`src/rtl/bank_mapper_pkg.sv`:
```
package bank_mapper_pkg;
  localparam int CPU_DW = 8;

  typedef struct packed {
    logic              selWr;
    logic              dataWr;
    logic [CPU_DW-1:0] data;
  } mapStrobes_t;
endpackage

```
`src/rtl/mapper_ctrl.sv`:
```
module mapper_ctrl
  import bank_mapper_pkg::*;
#(
  parameter int ADDR_W = 15
) (
  input  logic              clk,
  input  logic              rstN,
  input  logic [ADDR_W-1:0] cpuAddr,
  input  logic [CPU_DW-1:0] cpuData,
  input  logic              cpuWe,
  input  logic              romSelN,
  output mapStrobes_t       strb
);
  logic ctrlHit;

  // Masked decode: only A14, A13 and A0 matter inside the ROM window.
  assign ctrlHit     = cpuWe && !romSelN && (cpuAddr[ADDR_W-1 -: 2] == 2'b00);
  assign strb.selWr  = ctrlHit && !cpuAddr[0];
  assign strb.dataWr = ctrlHit &&  cpuAddr[0];
  assign strb.data   = cpuData;

  p_high_window_quiet_r5: assert property (@(posedge clk) disable iff (!rstN)
    (cpuAddr[ADDR_W-1 -: 2] != 2'b00) |-> !(strb.selWr || strb.dataWr));

  p_no_rom_quiet_r6: assert property (@(posedge clk) disable iff (!rstN)
    romSelN |-> !(strb.selWr || strb.dataWr));

  p_single_port_r4: assert property (@(posedge clk) disable iff (!rstN)
    !(strb.selWr && strb.dataWr));
endmodule

```
`src/rtl/mapper_banks.sv`:
```
module mapper_banks
  import bank_mapper_pkg::*;
#(
  parameter int PRG_BITS = 4,
  parameter int CHR_BITS = 6,
  parameter int VARIANT  = 0
) (
  input  logic                clk,
  input  logic                rstN,
  input  mapStrobes_t         strb,
  input  logic [1:0]          cpuWin,
  input  logic [13:0]         ppuAddr,
  input  logic                mirrorVert,
  output logic [PRG_BITS-1:0] prgHi,
  output logic [CHR_BITS:0]   chrHi,
  output logic                ntA10
);
  localparam int NUM_REGS = 8;
  localparam int IDX_W    = $clog2(NUM_REGS);
  localparam int PAD_W    = CHR_BITS - PRG_BITS;

  logic [CHR_BITS-1:0] bankReg [NUM_REGS];
  logic [IDX_W-1:0]    bankIdx;
  logic [CHR_BITS-1:0] chrBank;
  logic [IDX_W-1:0]    hiPage;
  logic                isPrgIdx;

  assign isPrgIdx = (bankIdx[2:1] == 2'b11);

  always_ff @(posedge clk) begin
    if (!rstN) begin
      bankIdx <= '0;
      for (int i = 0; i < NUM_REGS; i++) bankReg[i] <= '0;
    end else begin
      if (strb.selWr) bankIdx <= strb.data[IDX_W-1:0];
      if (strb.dataWr) begin
        if (isPrgIdx) bankReg[bankIdx] <= {{PAD_W{1'b0}}, strb.data[PRG_BITS-1:0]};
        else          bankReg[bankIdx] <= strb.data[CHR_BITS-1:0];
      end
    end
  end

  // PRG: two switchable windows, then the last two banks pinned.
  always_comb begin
    case (cpuWin)
      2'b00:   prgHi = bankReg[6][PRG_BITS-1:0];
      2'b01:   prgHi = bankReg[7][PRG_BITS-1:0];
      2'b10:   prgHi = {{(PRG_BITS-1){1'b1}}, 1'b0};
      default: prgHi = '1;
    endcase
  end

  // CHR: 2K pairs in the lower table, 1K singles in the upper table.
  assign hiPage = {1'b0, ppuAddr[11:10]} + 3'd2;

  always_comb begin
    if (!ppuAddr[12]) chrBank = {bankReg[{2'b00, ppuAddr[11]}][CHR_BITS-1:1], ppuAddr[10]};
    else              chrBank = bankReg[hiPage];
  end

  generate
    if (VARIANT == 1) begin : g_split
      assign chrHi = {ppuAddr[12], chrBank};
      assign ntA10 = mirrorVert ? ppuAddr[10] : ppuAddr[11];
    end else if (VARIANT == 2) begin : g_ntsel
      assign chrHi = {1'b0, chrBank};
      assign ntA10 = chrBank[CHR_BITS-1];
    end else begin : g_plain
      assign chrHi = {1'b0, chrBank};
      assign ntA10 = mirrorVert ? ppuAddr[10] : ppuAddr[11];
    end
  endgenerate

  p_index_load_r2: assert property (@(posedge clk) disable iff (!rstN)
    strb.selWr |=> (bankIdx == $past(strb.data[IDX_W-1:0])));

  p_prg_narrow_r3: assert property (@(posedge clk) disable iff (!rstN)
    (bankReg[6][CHR_BITS-1:PRG_BITS] == '0) && (bankReg[7][CHR_BITS-1:PRG_BITS] == '0));

  p_idle_hold_r6: assert property (@(posedge clk) disable iff (!rstN)
    !(strb.selWr || strb.dataWr) |=> ($stable(bankIdx) && $stable(bankReg[6]) && $stable(bankReg[0])));
endmodule

```
`src/rtl/bank_mapper.sv`:
```
module bank_mapper
  import bank_mapper_pkg::*;
#(
  parameter int PRG_BITS = 4,
  parameter int CHR_BITS = 6,
  parameter int VARIANT  = 0
) (
  input  logic                clk,
  input  logic                rstN,
  input  logic [14:0]         cpuAddr,
  input  logic [7:0]          cpuData,
  input  logic                cpuWe,
  input  logic                romSelN,
  input  logic [13:0]         ppuAddr,
  input  logic                mirrorVert,
  output logic [PRG_BITS-1:0] prgAddrHi,
  output logic [CHR_BITS:0]   chrAddrHi,
  output logic                ntA10
);
  mapStrobes_t strb;

  mapper_ctrl #(.ADDR_W(15)) ctrl_i (
    .clk(clk), .rstN(rstN), .cpuAddr(cpuAddr), .cpuData(cpuData),
    .cpuWe(cpuWe), .romSelN(romSelN), .strb(strb)
  );

  mapper_banks #(.PRG_BITS(PRG_BITS), .CHR_BITS(CHR_BITS), .VARIANT(VARIANT)) banks_i (
    .clk(clk), .rstN(rstN), .strb(strb), .cpuWin(cpuAddr[14:13]),
    .ppuAddr(ppuAddr), .mirrorVert(mirrorVert),
    .prgHi(prgAddrHi), .chrHi(chrAddrHi), .ntA10(ntA10)
  );

  p_top_bank_fixed_r9: assert property (@(posedge clk) disable iff (!rstN)
    (cpuAddr[14:13] == 2'b11) |-> (prgAddrHi == '1));
endmodule

```
`config.mk`:
```
export PLATFORM = sky130hd
export DESIGN_NAME = bank_mapper
export DESIGN_NICKNAME = d
export VERILOG_FILES = /design/src/rtl/bank_mapper_pkg.sv /design/src/rtl/mapper_ctrl.sv /design/src/rtl/mapper_banks.sv /design/src/rtl/bank_mapper.sv
export SDC_FILE = /design/constraint.sdc
export NUM_CORES = 1
export LEC_CHECK = 0
export ABC_AREA = 1
export BUFFER_PORTS_ARGS = -buffer_cell sky130_fd_sc_hd__buf_2
export CORE_MARGIN = 3
export CORE_UTILIZATION = 55
export DETAILED_ROUTE_END_ITERATION = 6
export PLACE_DENSITY = 0.82
export SLEW_MARGIN = 10
export SYNTH_ARGS = -nofsm -noshare
export SYNTH_HDL_FRONTEND = slang
export SYNTH_SLANG_ARGS = --single-unit
```
`constraint.sdc`:
```
create_clock -name clk -period 3.5 [get_ports clk]
set_input_delay 0.175 -clock clk [delete_from_list [all_inputs] [get_ports clk]]
set_output_delay 0.175 -clock clk [all_outputs]
set_load 0.005 [all_outputs]
```
After elaboration in Yosys (flattened, before gate mapping)
Memory sizes are Yosys's and may differ from the RTL's.
Cells that the tools add are included.
{"block": "word_totals", "mem_count": 1, "inputBits": 42, "register_bits": 3, "mem_bits_ro": 0, "ramBits": 48, "latch_bits": 0, "output_inout_bits": 12, "elab_cells": 31}
{"name": "banks_i.bankReg", "words": 8, "width": 6, "read_ports": 4, "rd_ports_with_merged_regs": 0, "wr": 8, "line_no": "mapper_banks.sv:22", "source": "logic [CHR_BITS-1:0] bankReg [NUM_REGS];"}
{"block": "op_classes", "mux": 16, "div": 0, "n_reduce_logical": 8, "n_eq_ne": 3, "shifts": 0, "bitwise": 1, "n_lt_le_gt_ge": 0, "n_addsub": 1, "multipliers": 0}
{"operator": "$mux W6", "count": 3}
{"operator": "$pmux W4 S3", "count": 1}
{"operator": "$mux W1", "count": 11}
{"operator": "$reduce_or A6 Y1", "count": 1}
{"operator": "$eq A2 B2 Y1 const B", "count": 2}
{"operator": "$logic_and A1 B1 Y1", "count": 4}
{"operator": "$add A2 B2 Y3 const B", "count": 1}
{"operator": "$mux W3", "count": 1}
{"operator": "$eq A2 B1 Y1 const B", "count": 1}
{"operator": "$logic_not A1 Y1", "count": 2}
{"operator": "$logic_not A2 Y1", "count": 1}
{"operator": "$or A1 B1 Y1", "count": 1}

Longest topological paths before layout
{"block": "depth", "word_depth": 10, "ltp_mapped": 7, "ltp_nobuf": 7}

Modules after synthesis
Synthesis repeated with hierarchy kept, for this count alone.
{"block": "hier_totals", "cells_unflattened": 230, "area_unflattened_um2": 2150.8}
{"mod": "mapper_banks", "area_each_um2": 2064.5, "seq_area_each_um2": 1321.3, "instances": 1, "cells_per_inst": 215}
{"mod": "mapper_ctrl", "area_each_um2": 86.3, "seq_area_each_um2": 0.0, "instances": 1, "cells_per_inst": 15}

Least setup slack after synthesis
Ideal clock, no wire load.
{"block": "synth_path", "kind": "reg2reg", "startpoint": "register banks_i.bankIdx[2]", "endpoint": "memory banks_i.bankReg[4][0] (enable)", "t_required_ns": 3.182, "synth_period_minus_slack_ns": 1.251, "setup_ns": 0.318, "path_slack_ns": 2.249, "arrival_time_ns": 0.932, "path_stages_with_launch": 5, "n_path_buf": 0, "path_cell_list": "dfxtp_1 > inv_1 > nor2_1 > nand4_2 > nand2_1"}
{"item": "start, declared", "line_no": "mapper_banks.sv:23", "source": "logic [IDX_W-1:0] bankIdx;"}
{"item": "start signal, assigned", "line_no": "mapper_banks.sv:35", "source": "if (strb.selWr) bankIdx <= strb.data[IDX_W-1:0];"}
{"item": "end, declared", "line_no": "mapper_banks.sv:22"}

==> reports/summary.txt <==
outcome = complete, no violations
vias in the first global route = 1,573
Cell Pwr Density = 438 nW/um^2
die width = 68.9 um
Hold Slack = 0.247 ns
Skew-Pair Late Insertion Delay = 0.28 ns
CP Data Required Time = 3.47 ns
Slowest cell on crit path = dfxtp_1
WS Path Type = flip-flop to flip-flop
CP Max Fanout = 7
Setup Buffers After CTS = 0
1st-iter DRT viols = 187
Port Buf Inserts = 27
number of max-cap violations = 0
setup_tns = 0 ns
via count = 1,642
Tcrit/Tclk final = 0.418
Post-synth EDFFs = 42
HPWL after detailed placement = 3080 um
mux share of post-synthesis cell area = 0
FP Rows = 22
Num CTS Buffers = 5
Max Buffers Root-to-Sink = 2
final-report hold violation count = 0
post-CTS resize count = 0
fin crit period = 1.46 ns
Hold-fix buffers, CTS = 0
Layout Cell Area excl Fill = 2440 um^2
Synth Cell Area = 2170 um^2
Routed Antenna Nets = 0
first-pass GRT wire length = 7060 um
Synth Warn # = 0
Synth cell types = 21
Worst Path Buf+Inv = 1
crit path DAT = 1.44 ns
Cell Area, Placed = 2340 um^2
DRC = 0
area delta synth->final = 12.3%
CTS tree = done
main combinational cell family by area after synthesis = simple AND/OR/NAND/NOR gates
Synth Register Bits = 45
leakage power = 1.06 nW
Initial Util = 0.581
vias per cell = 5.30
CTS clk-pin slew, worst paths = 0.07 ns
Synth Flop Type = edfxtp_1
largest net degree at the start of global routing = 14
clock sink total = 45
initial antenna violation count = 0
Worst Setup End Kind = flip-flop
GR Overflow Total = 0
routability cong. = 0.852
Worst VDD drop = 249 uV
Die Ht = 68.9 um
All-Layer GR Usage = 0.211
Final Max Slew Viols = 0
CTS Root Cell = clkbuf_8
Avg WL per Cell = 14.0 um
HP Class = input port to flip-flop
RSZ-0062 raised after global routing = no
register area share after synthesis = 0.608
Top delay family on crit path = simple AND/OR/NAND/NOR gates
Die ar. = 4740 um^2
final wirelength = 4330 um
fin nets = 304
clock skew = 0.00665 ns
Highest Clock Rate = 683 MHz
Mapped Cells = 234
drt first pass iters = 4
Syn Area/Cell = 9.29 um^2
Core Region = 3740 um^2
Syn Nets = 276
simple-gate area share of the yosys netlist = 0.296
Worst setup SP type = flip-flop
Slowest Stage Delay on Critical Path = 0.36 ns
share of flip-flops with an asynchronous set or reset = 0
share of layout cells above drive strength 1 = 0.183
Post-Synth XOR/XNOR Area = 0
# diodes = 0
crit path cell chain = inv_1 > nor2_1 > nand4_2 > nand2_1
Compound-Gate Fraction of Synth Area = 0.0409
I/O pins = 54
adder-cell share of the synthesized area = 0
CTS H-Tree Depth = 2
Final Setup Violations = 0
## routing by layer
layer,vias up,track usage,part of all wire
li1,826,-,-
met1,756,0.264,0.43
met2,52,0.346,0.50
met3,8,0.0535,0.058
met4,0,0.0900,0.016
met5,-,0,0
## kinds of logic after synthesis
group,count (synthesis)
AOI/OAI and AO/OA,17
and+or+nand+nor,142
other,1
DFF,45
buffers and inverters,29
## cell usage after synthesis (3+ instances only)
| master | n | share of area |
|---|---|---|
| buf_2 | 4 | 0.0092 |
| nand2_1 | 63 | 0.11 |
| inv_2 | 3 | 0.0052 |
| nand4_2 | 6 | 0.035 |
| nor2_1 | 52 | 0.090 |
| clkinv_1 | 3 | 0.0052 |
| dfxtp_1 | 3 | 0.028 |
| nand3_1 | 11 | 0.025 |
| inv_1 | 17 | 0.029 |
| o22ai_1 | 3 | 0.0086 |
| a21oi_1 | 12 | 0.028 |
| nand4_1 | 5 | 0.014 |
| edfxtp_1 | 42 | 0.58 |
## state kept, by name (all words and copies together) (netlist names)
signal,count
banks_i.bankReg,42
banks_i.bankIdx,3
## power breakdown
part / switching, mW / internal (mW) / leakage (nW)
combinational: 0.0647 / 0.0311 / 0.548
clock: 0.157 / 0.207 / 0.0540
sequential: 0.00625 / 0.603 / 0.458
## area by class of cell
class / instances / area [um^2]
timing repair buffer: 27 / 135
clock buffer: 5 / 68.8
fill: 300 / 1300
clock inverter: 2 / 35.0
tap: 48 / 60.1
sequential: 45 / 1320
inverter: 23 / 86.3
multi-input combinational: 160 / 736
## stage by stage
stage               utilization  cells  total power, mW  setup WS, ns
CTS                       0.652    310             1.07          2.03
floorplan                     -    234            0.679          2.25
global placement          0.625    303            0.715          1.92
detailed placement        0.625    303            0.717          1.92
finish                    0.652    310             1.07          2.04
global route              0.652    310             1.11          1.91
## final timing paths
check / from / end / slack (ns) / cells after the start
max reg2reg: banks_i.bankIdx[2]$_SDFFE_PN0P_ / banks_i.bankReg[5][2]$_SDFFCE_PN0P_ / 2.04 / 4
min reg2reg: banks_i.bankIdx[1]$_SDFFE_PN0P_ / banks_i.bankIdx[1]$_SDFFE_PN0P_ / 0.56 / 4
min: rstN / banks_i.bankIdx[0]$_SDFFE_PN0P_ / 0.25 / 3
max: banks_i.bankIdx[2]$_SDFFE_PN0P_ / banks_i.bankReg[5][2]$_SDFFCE_PN0P_ / 2.04 / 4
## worst register-to-register path, cell delays in order, from the launching register on
cell,delay [ns]
dfxtp_1,0.36
inv_1,0.08
nor2_1,0.19
nand4_2,0.24
nand2_1,0.29
## placed cells by master (no fill, tap or decap)
master / instances
nand2_1: 63
nor2_1: 52
edfxtp_1: 42
buf_2: 27
inv_1: 17
a21oi_1: 12
nand3_1: 11
nand4_2: 6
nand4_1: 5
clkbuf_8: 5
inv_2: 3
o22ai_1: 3
clkinv_1: 3
dfxtp_1: 3
o21ai_0: 2
nor2_2: 2
or2_2: 1
nand2_4: 1
nor2_8: 1
conb_1: 1
clkinv_2: 1
bufinv_16: 1
No activity file was read; power rests on OpenSTA's default activity.
